### src/rtl/unary_alu_pkg.sv
package unary_alu_pkg;

    typedef enum logic [1:0] {
        OP_NEGX = 2'd0,
        OP_CLR  = 2'd1,
        OP_NEG  = 2'd2,
        OP_NOT  = 2'd3
    } uop_e;

    typedef enum logic [1:0] {
        SZ_BYTE = 2'd0,
        SZ_WORD = 2'd1,
        SZ_LONG = 2'd2,
        SZ_BAD  = 2'd3
    } usize_e;

    typedef enum logic {
        ST_IDLE = 1'b0,
        ST_DONE = 1'b1
    } ustate_e;

    typedef struct packed {
        logic x;
        logic n;
        logic z;
        logic v;
        logic c;
    } uflags_t;

endpackage

### src/rtl/unary_alu_lane.sv
module unary_alu_lane
    import unary_alu_pkg::*;
#(
    parameter int LW = 8
) (
    input  logic [LW-1:0] a,
    input  uop_e          op,
    input  logic          x_in,
    input  logic          z_in,
    output logic [LW-1:0] r,
    output uflags_t       fl
);
    logic [LW:0] diff;
    logic        xterm;

    always_comb begin
        xterm = (op == OP_NEGX) & x_in;
        diff  = {(LW+1){1'b0}} - {1'b0, a} - {{LW{1'b0}}, xterm};
        r     = '0;
        fl    = '0;
        unique case (op)
            OP_NEGX: begin
                r    = diff[LW-1:0];
                fl.c = diff[LW];
                fl.x = diff[LW];
                fl.n = diff[LW-1];
                fl.v = a[LW-1] & diff[LW-1];
                fl.z = (diff[LW-1:0] == '0) ? z_in : 1'b0;
            end
            OP_CLR: begin
                r    = '0;
                fl.x = x_in;
                fl.z = 1'b1;
            end
            OP_NEG: begin
                r    = diff[LW-1:0];
                fl.c = diff[LW];
                fl.x = diff[LW];
                fl.n = diff[LW-1];
                fl.v = a[LW-1] & diff[LW-1];
                fl.z = (diff[LW-1:0] == '0);
            end
            OP_NOT: begin
                r    = ~a;
                fl.x = x_in;
                fl.n = ~a[LW-1];
                fl.z = (a == {LW{1'b1}});
            end
            default: begin
                r  = '0;
                fl = '0;
            end
        endcase
    end
endmodule

### src/rtl/unary_alu_core.sv
module unary_alu_core
    import unary_alu_pkg::*;
#(
    parameter int DATA_W  = 32,
    parameter int N_LANES = 3
) (
    input  logic [DATA_W-1:0] opnd,
    input  usize_e            size,
    input  uop_e              op,
    input  logic              x_in,
    input  logic              z_in,
    output logic [DATA_W-1:0] res,
    output uflags_t           fl
);
    logic [DATA_W-1:0] lane_res [N_LANES];
    uflags_t           lane_fl  [N_LANES];
    logic [DATA_W-1:0] mask;

    for (genvar gi = 0; gi < N_LANES; gi++) begin : g_lane
        localparam int LW = 8 << gi;
        logic [LW-1:0] lr;
        unary_alu_lane #(.LW(LW)) lane_i (
            .a    (opnd[LW-1:0]),
            .op   (op),
            .x_in (x_in),
            .z_in (z_in),
            .r    (lr),
            .fl   (lane_fl[gi])
        );
        assign lane_res[gi] = DATA_W'(lr);
    end

    always_comb begin
        unique case (size)
            SZ_BYTE: begin mask = DATA_W'(8'hFF);      res = lane_res[0]; fl = lane_fl[0]; end
            SZ_WORD: begin mask = DATA_W'(16'hFFFF);   res = lane_res[1]; fl = lane_fl[1]; end
            SZ_LONG: begin mask = {DATA_W{1'b1}};      res = lane_res[2]; fl = lane_fl[2]; end
            default: begin mask = '0;                  res = '0;          fl = '0;         end
        endcase
        res = (opnd & ~mask) | (res & mask);
    end
endmodule

### src/rtl/unary_alu_cost.sv
module unary_alu_cost
    import unary_alu_pkg::*;
#(
    parameter int CYC_W      = 4,
    parameter int SHORT_COST = 4,
    parameter int LONG_COST  = 6
) (
    input  usize_e           size,
    input  logic             in_mem,
    output logic [CYC_W-1:0] cyc
);
    logic [CYC_W-1:0] base;

    always_comb begin
        unique case (size)
            SZ_BYTE, SZ_WORD: base = CYC_W'(SHORT_COST);
            SZ_LONG:          base = CYC_W'(LONG_COST);
            default:          base = '0;
        endcase
        cyc = in_mem ? (base << 1) : base;
    end
endmodule

### src/rtl/unary_alu.sv
module unary_alu
    import unary_alu_pkg::*;
#(
    parameter int DATA_W     = 32,
    parameter int CYC_W      = 4,
    parameter int SHORT_COST = 4,
    parameter int LONG_COST  = 6
) (
    input  logic              clk,
    input  logic              rst_n,
    input  logic              go,
    input  logic [DATA_W-1:0] opnd,
    input  logic [1:0]        size_sel,
    input  logic [1:0]        op_sel,
    input  logic              in_mem,
    input  logic              x_in,
    input  logic              n_in,
    input  logic              z_in,
    input  logic              v_in,
    input  logic              c_in,
    output logic [DATA_W-1:0] result,
    output logic              x_out,
    output logic              n_out,
    output logic              z_out,
    output logic              v_out,
    output logic              c_out,
    output logic              bad_size,
    output logic [CYC_W-1:0]  cyc_cnt,
    output logic              done
);
    localparam int N_LANES = 3;

    usize_e            size;
    uop_e              op;
    logic [DATA_W-1:0] core_res;
    uflags_t           core_fl;
    uflags_t           in_fl;
    uflags_t           fl_q;
    logic [CYC_W-1:0]  cost;
    ustate_e           state_q;
    ustate_e           state_d;

    assign size  = usize_e'(size_sel);
    assign op    = uop_e'(op_sel);
    assign in_fl = '{x: x_in, n: n_in, z: z_in, v: v_in, c: c_in};

    unary_alu_core #(.DATA_W(DATA_W), .N_LANES(N_LANES)) core_i (
        .opnd (opnd),
        .size (size),
        .op   (op),
        .x_in (x_in),
        .z_in (z_in),
        .res  (core_res),
        .fl   (core_fl)
    );

    unary_alu_cost #(.CYC_W(CYC_W), .SHORT_COST(SHORT_COST), .LONG_COST(LONG_COST)) cost_i (
        .size   (size),
        .in_mem (in_mem),
        .cyc    (cost)
    );

    always_comb begin
        unique case (state_q)
            ST_IDLE: state_d = go ? ST_DONE : ST_IDLE;
            ST_DONE: state_d = go ? ST_DONE : ST_IDLE;
            default: state_d = ST_IDLE;
        endcase
    end

    always_ff @(posedge clk or negedge rst_n) begin
        if (!rst_n) state_q <= ST_IDLE;
        else        state_q <= state_d;
    end

    always_ff @(posedge clk or negedge rst_n) begin
        if (!rst_n) begin
            result   <= '0;
            fl_q     <= '0;
            bad_size <= 1'b0;
            cyc_cnt  <= '0;
        end else if (go) begin
            if (size == SZ_BAD) begin
                result   <= opnd;
                fl_q     <= in_fl;
                bad_size <= 1'b1;
                cyc_cnt  <= '0;
            end else begin
                result   <= core_res;
                fl_q     <= core_fl;
                bad_size <= 1'b0;
                cyc_cnt  <= cost;
            end
        end
    end

    assign done  = (state_q == ST_DONE);
    assign x_out = fl_q.x;
    assign n_out = fl_q.n;
    assign z_out = fl_q.z;
    assign v_out = fl_q.v;
    assign c_out = fl_q.c;
endmodule

### config.mk
export PLATFORM = sky130hd
export DESIGN_NAME = unary_alu
export DESIGN_NICKNAME = d
export VERILOG_FILES = /design/src/rtl/unary_alu_pkg.sv /design/src/rtl/unary_alu_lane.sv /design/src/rtl/unary_alu_core.sv /design/src/rtl/unary_alu_cost.sv /design/src/rtl/unary_alu.sv
export SDC_FILE = /design/constraint.sdc
export NUM_CORES = 1
export LEC_CHECK = 0
export ABC_AREA = 1
export BUFFER_PORTS_ARGS = -buffer_cell sky130_fd_sc_hd__buf_4
export CAP_MARGIN = 10
export CORE_ASPECT_RATIO = 2
export CORE_MARGIN = 1.5
export CORE_UTILIZATION = 62
export DETAILED_ROUTE_END_ITERATION = 8
export PLACE_DENSITY = 0.88
export REMOVE_ABC_BUFFERS = 1
export SYNTH_ARGS = -nofsm -noshare
export SYNTH_HDL_FRONTEND = slang
export SYNTH_HIERARCHICAL = 1
export SYNTH_SLANG_ARGS = --single-unit
export TNS_END_PERCENT = 10
### constraint.sdc
create_clock -name clk -period 0.8 [get_ports clk]
set_clock_uncertainty 0.05 [all_clocks]
set_input_delay 0.04 -clock clk [delete_from_list [all_inputs] [get_ports clk]]
set_output_delay 0.04 -clock clk [all_outputs]
set_load 0.02 [all_outputs]
==> results of run 1 <==
==> layer usage <==
layer / GRT overflow / global-route usage
met5: 0 / 0.0691
met3: 0 / 0.461
met4: 10 / 0.745
met1: 1 / 0.634
met2: 11 / 0.907
==> timing repair <==
action / 4_1_cts
resized for setup: 165
hold buffers: 1
setup buffers: 6
pin swaps: 43
hold endpoints to repair: 43
setup endpoints to repair: 83
==> Yosys cell counts <==
master,count
sky130_fd_sc_hd__a31oi_1,2
sky130_fd_sc_hd__a21oi_1,35
sky130_fd_sc_hd__and2_1,3
sky130_fd_sc_hd__conb_1,1
sky130_fd_sc_hd__nand4_1,24
sky130_fd_sc_hd__xor2_1,5
sky130_fd_sc_hd__inv_2,8
sky130_fd_sc_hd__a21oi_2,5
sky130_fd_sc_hd__clkinv_2,1
sky130_fd_sc_hd__dfrtp_1,43
sky130_fd_sc_hd__clkbuf_8,4
sky130_fd_sc_hd__nor2_1,111
sky130_fd_sc_hd__nand2_2,20
sky130_fd_sc_hd__o22ai_1,28
sky130_fd_sc_hd__inv_1,296
sky130_fd_sc_hd__xnor2_1,4
sky130_fd_sc_hd__a21boi_0,1
sky130_fd_sc_hd__buf_6,16
sky130_fd_sc_hd__and2_2,1
sky130_fd_sc_hd__nand3_2,10
sky130_fd_sc_hd__buf_2,7
sky130_fd_sc_hd__nor2_2,11
sky130_fd_sc_hd__nor3_1,7
sky130_fd_sc_hd__buf_4,11
sky130_fd_sc_hd__clkbuf_1,7
sky130_fd_sc_hd__o21ai_0,50
sky130_fd_sc_hd__nor4_1,1
sky130_fd_sc_hd__o21bai_1,7
sky130_fd_sc_hd__nor3_2,4
sky130_fd_sc_hd__o21ai_1,7
sky130_fd_sc_hd__nand2_1,576
sky130_fd_sc_hd__nand3b_1,8
sky130_fd_sc_hd__nand3_1,142
sky130_fd_sc_hd__clkinv_1,3
sky130_fd_sc_hd__ha_1,93
==> metrics by stage <==
step / TNS (ns) / util / setup slack, ns / std cells
after CTS: -50.68 / 0.878 / -1.54 / 2005
after global placement: -61.85 / 0.811 / -1.99 / 1991
after floorplan: -41.26 / - / -1.55 / 1507
after detailed placement: -64.59 / 0.811 / -2.06 / 1991
==> cells by family after synthesis <==
group | Yosys count
AOI/OAI and AO/OA | 135
xor gates and xnor gates | 9
adders and majority gates | 93
buffers and inverters | 353
DFF | 43
other | 1
and+or+nand+nor | 918
==> results.md, run 1 <==
- Summed over all instances, the cell type with the most area after synthesis is sky130_fd_sc_hd__nand2_1.
- The number of global-route vias before repair is 14,010.
- The floorplan step set the die height to 169 µm.
- The maximum clock path buffer count is 2.
- The global placer's final weighted congestion is 1.03.
- The share of the synthesized netlist area taken by xor and xnor gates is 0.00926.
- The count of buffers inserted at the top-level ports is 87.
- The mapped netlist covers 8510 µm².
- Entering global routing, the biggest net connects 44 pins.
- The simple-gate area share of the yosys netlist is 0.458.
- The first error in the log reads "[ERROR GRT-0116] Global routing finished with congestion. Check the congestion regions in the DRC Viewer".
- The total clock buffers created by CTS is 5.
- Yosys attributes the largest share of cell area to sky130_fd_sc_hd__nand2_1, sky130_fd_sc_hd__ha_1, sky130_fd_sc_hd__inv_1, sky130_fd_sc_hd__dfrtp_1, sky130_fd_sc_hd__nand3_1.
- The last stage the flow got to is global routing.
- In this run the count of I/O pins placed on the die edge is 88.
- The area share of the largest cell type after synthesis is 0.254.
- The chip width is 85.9 µm.
- The adder and majority cell fraction of the synthesized area is 0.137.
- The wire length of the first global-routing pass is 76,500 µm.
- The combinational family with the most area after synthesis is simple AND/OR/NAND/NOR gates.
- The share of the Yosys chip area taken by registers is 0.126.
- The initial utilization of the core area, before any placement, comes to 0.633.
- The flop and latch count out of synthesis is 43.
- The maximum level of the CTS H-tree is 2.
- Across every metal layer, demand over resource in global routing totals 0.679.
- After detailed placement, the total cell area comes to 10,900 µm².
- The clock sink count is 43.
- The average cell area after synthesis is 5.48 µm².
- The row count is 60.
- The overall overflow remaining after global route is 22.
- The CTS root buffer is sky130_fd_sc_hd__clkbuf_16.
- The number of unique standard cell types used by synthesis is 35.
- The total half-perimeter wirelength after legalization and detailed placement is 26,600 µm.
- The warning count from the yosys run is 6.
- The run stopped with a tool error.
- Synthesis produced a netlist whose cell count is 1,552.
- Of the post-synthesis cell area, the part taken by muxes is 0.
- The area fraction in compound gates after synthesis is 0.0883.
==> run 2, diff against run 1 <==
CORE_ASPECT_RATIO = default   (was 2)
CORE_UTILIZATION = 40   (was 62)
PLACE_DENSITY = default   (was 0.88)
PLACE_DENSITY_LB_ADDON = 0.15   (was default)
==> results.md, run 2 <==
- The die area is 22,200 µm².
- In the layout the commonest cells are sky130_fd_sc_hd__nand2_1, sky130_fd_sc_hd__inv_1, sky130_fd_sc_hd__buf_4, sky130_fd_sc_hd__nand3_1, sky130_fd_sc_hd__nor2_1.
- The pin count of the biggest net entering global routing is 44.
- The effective utilization at floorplan is 0.406 (was 0.633).
- The area after detailed placement is 11,000 µm² (was 10,900 µm²).
- Data arrives at the worst endpoint at 2.42 ns.
- In the global route stage, overall resource usage came out at 0.279.
- STA classifies the critical path endpoint as a flop.
- In this run the worst setup path begins at op_sel[1].
- The critical path data required time is 0.98 ns.
- The layout overhead on the synthesized area is 43.4%.
- With fillers left out, the area of the finished cells amounts to 12,200 µm².
- The post-synthesis cell type with the largest combined area is sky130_fd_sc_hd__nand2_1 (unchanged).
- The warning count from the yosys run is 6 (unchanged).
- The later pin in the worst-skew pair is clocked with a latency of 0.29 ns.
- The maximum clock path buffer count is 2 (unchanged).
- The worst path in the final design needs a cycle of 2.24 ns, including I/O delays and setup.
- Global routing finished with a remaining overflow of 0.
- Result of the run: complete, but fails checks (was did not finish).
- Counting the fill cells in the layout gives 2,162.
- Dividing the detail-routed wire length by the instance count gives 14.5 µm.
- List of most frequent post-synthesis cells: sky130_fd_sc_hd__nand2_1, sky130_fd_sc_hd__inv_1, sky130_fd_sc_hd__nand3_1 (unchanged).
- The area share of the largest cell type after synthesis was 0.254 (unchanged).
- The first-pass detailed-route iteration total is 6.
- The combined area of the multi-input logic cells is 6690 µm².
- The type of origin of the critical path is a primary input.
- Along the worst path, the maximum fanout reaches 4.
- The beginning of the worst register-to-register path is result[4].
- The share of flip-flops with an asynchronous set or reset is 1.00 (unchanged).
- The register with the most flip-flops in the layout has 32 of them.
- The maximum level of the CTS H-tree came to 2 (unchanged).
- The total I/O pin count is 88 (unchanged).
- The TritonCTS clock tree is yes.
- The most frequent cell after synthesis was sky130_fd_sc_hd__nand2_1 (unchanged).
- The DRC violation count after routing is 0.
- The final worst-path cycle share is 2.80.
- The flop and latch count out of synthesis is 43 (unchanged).
- The kind of critical path is primary input to flop.
- The count of buffers inserted at the top-level ports was 87 (unchanged).
- The number of cells on the worst hold path is 5.
- The number of unique standard cell types used by synthesis is 35 (unchanged).
- The antenna diode instance count is 0.
- Max-cap violations in this run came to 0.
- The final hold violation count came to 0.
- Timing would allow up to 446 MHz.
- The total half-perimeter wirelength after legalization and detailed placement is 25,300 µm (was 26,600 µm).
- The post-synthesis cell area is 8510 µm² (unchanged).
- The number of pins with negative max-slew slack in the final report is 0.
- Area contributors post-synth: sky130_fd_sc_hd__nand2_1, sky130_fd_sc_hd__ha_1, sky130_fd_sc_hd__inv_1, sky130_fd_sc_hd__dfrtp_1, sky130_fd_sc_hd__nand3_1 (unchanged).
- The checks that failed: setup timing.
- The number of global-route vias before repair came to 10,061.
- The worst min-delay path startpoint is c_in.
- The die height is 149 µm (was 169 µm).
- The cell count of the worst reg-to-reg path is 2.
- The register area is 1080 µm².
- On the worst path, the slowest cell contributes a delay of 0.16 ns.
- In the routed layout, each cell is associated on average with a via count of 4.92.
- The number of enable flip-flop cells after synthesis came to 0 (unchanged).
- The area of the core is 21,000 µm².
- By instance count, the cell type seen most on the critical path is sky130_fd_sc_hd__nand2_1.
- The clock slew at the register clock pins of the worst setup and hold paths is 0.06 ns.
- The most used flip-flop cell after synthesis was sky130_fd_sc_hd__dfrtp_1 (unchanged).
- The chip width is 149 µm (was 85.9 µm).
- The worst hold-check path type is primary input to flop.
- The global placer's final weighted congestion was 0.955 (was 1.03).
- The average cell area after synthesis is 5.48 µm² (unchanged).
- The total setup violations reported at the end of the flow is 80.
- The register with the highest flop count is result.
- The power density over cell area is 1100 nW/µm².
- The clock sink count was 43 (unchanged).
- In this run, the number of DRC markers left after iteration 0 of detailed routing was 634.
- The worst path buffer plus inverter count is 3.
- The critical path crosses 26 cells after its start point.
- The wire length of the first global-routing pass is 49,300 µm.
- In the final layout, the share of cells above drive strength 1 is 0.294.
- Setup repair after global routing could not meet its margin everywhere.
- At the end of the flow the core is filled with cells to 0.582.
- Broken down by cell family, the worst path's largest delay share belongs to simple AND/OR/NAND/NOR gates.
- The row count is 53 (was 60).
- The synthesized netlist cell count was 1,552 (unchanged).
- The routed layout has 10,420 vias.
- The number of antenna-violating nets in the routed design is 0.
- IR analysis of the VDD net gives a maximum drop of 0.000756 V.
- The CTS root buffer is sky130_fd_sc_hd__clkbuf_16 (unchanged).
- The worst path setup slack after routing is -1.44 ns.
- The number of antenna violations at the first check in global routing is 0.
- The final wirelength is 30,800 µm.
- The leakage power total is 0.00704 µW.
- The largest registers in the layout are result: 32 flops, cyc_cnt: 4 flops.
- Leaving out fill and tap cells, the most frequent cell in the layout is sky130_fd_sc_hd__nand2_1.
- The net count of the finished layout is 1,981.
- The part of the Yosys area used for sequential elements was 0.126 (unchanged).
- The slowest stage of the critical path is the sky130_fd_sc_hd__ha_4 cell.
- The total clock buffers created by CTS is 5 (unchanged).
## run 2: power breakdown
| part | internal, µW | leakage, µW | switching [µW] |
|---|---|---|---|
| sequential | 2440 | 0.000533 | 227 |
| clock | 1150 | 0.0000669 | 878 |
| combinational | 3930 | 0.00644 | 4760 |
| total | 7530 | 0.00704 | 5860 |
## run 2: layer usage
metal | routed length, µm | global-route usage
met1 | 13800 | 0.356
met2 | 15200 | 0.504
met3 | 1090 | 0.0257
met4 | 757 | 0.0653
met5 | 0 | 0
## run 2: cell type report
type	instances	area share
clock buffers	6	0.0106
repair buffers	329	0.229
flip-flops and latches	43	0.0882
well taps	275	0.0282
multi-input cells	1156	0.548
clock inverters	2	0.00103
inverters	308	0.0948
## run 2: tightest hold or removal path, delay by kind of cell
kind,cells,cell delay (ns)
buffers and inverters,2,0.11
and+or+nand+nor,3,0.16
## run 2: worst paths after layout
check                           slack [ns]         end
worst max-delay path                 -1.44       z_out
worst min-delay path                 0.007       c_out
worst max register to register        0.07   result[4]
worst min register to register        0.45  result[22]
max in group asynchronous             0.28   result[6]
min in group asynchronous             0.20  result[28]
## run 2: stage by stage
stage | setup slack [ns] | power (µW) | hold WS (ns) | std cells | TNS, ns
floorplan | -1.55 | 6550 | -0.306 | 1507 | -41.26
global placement | -1.91 | 10300 | -0.0300 | 2102 | -61.77
global route | -1.64 | 14500 | 0.0377 | 2119 | -56.02
CTS | -1.46 | 13000 | 0.00255 | 2116 | -49.07
detailed placement | -1.98 | 10300 | -0.0291 | 2102 | -63.39
finish | -1.44 | 13400 | 0.00701 | 2119 | -48.14
## run 2: what timing repair did
item,4_1_cts,5_1_grt
hold endpoints to repair,44,0
buffers inserted,4,3
pin swaps,36,27
endpoints found under the setup margin,84,84
resized for setup,136,108
hold buffers,2,0
## run 2: cell families after synthesis
| logic type | after synthesis | synth area share |
|---|---|---|
| buffers and inverters | 353 | 0.181 |
| AND/OR/NAND/NOR | 918 | 0.458 |
| other | 1 | 0.000441 |
| XOR/XNOR | 9 | 0.00926 |
| adder cells (fa/ha/maj) | 93 | 0.137 |
| AO/OA/AOI/OAI | 135 | 0.0883 |
| flip-flops | 43 | 0.126 |
No activity file was read; power rests on OpenSTA's default activity.
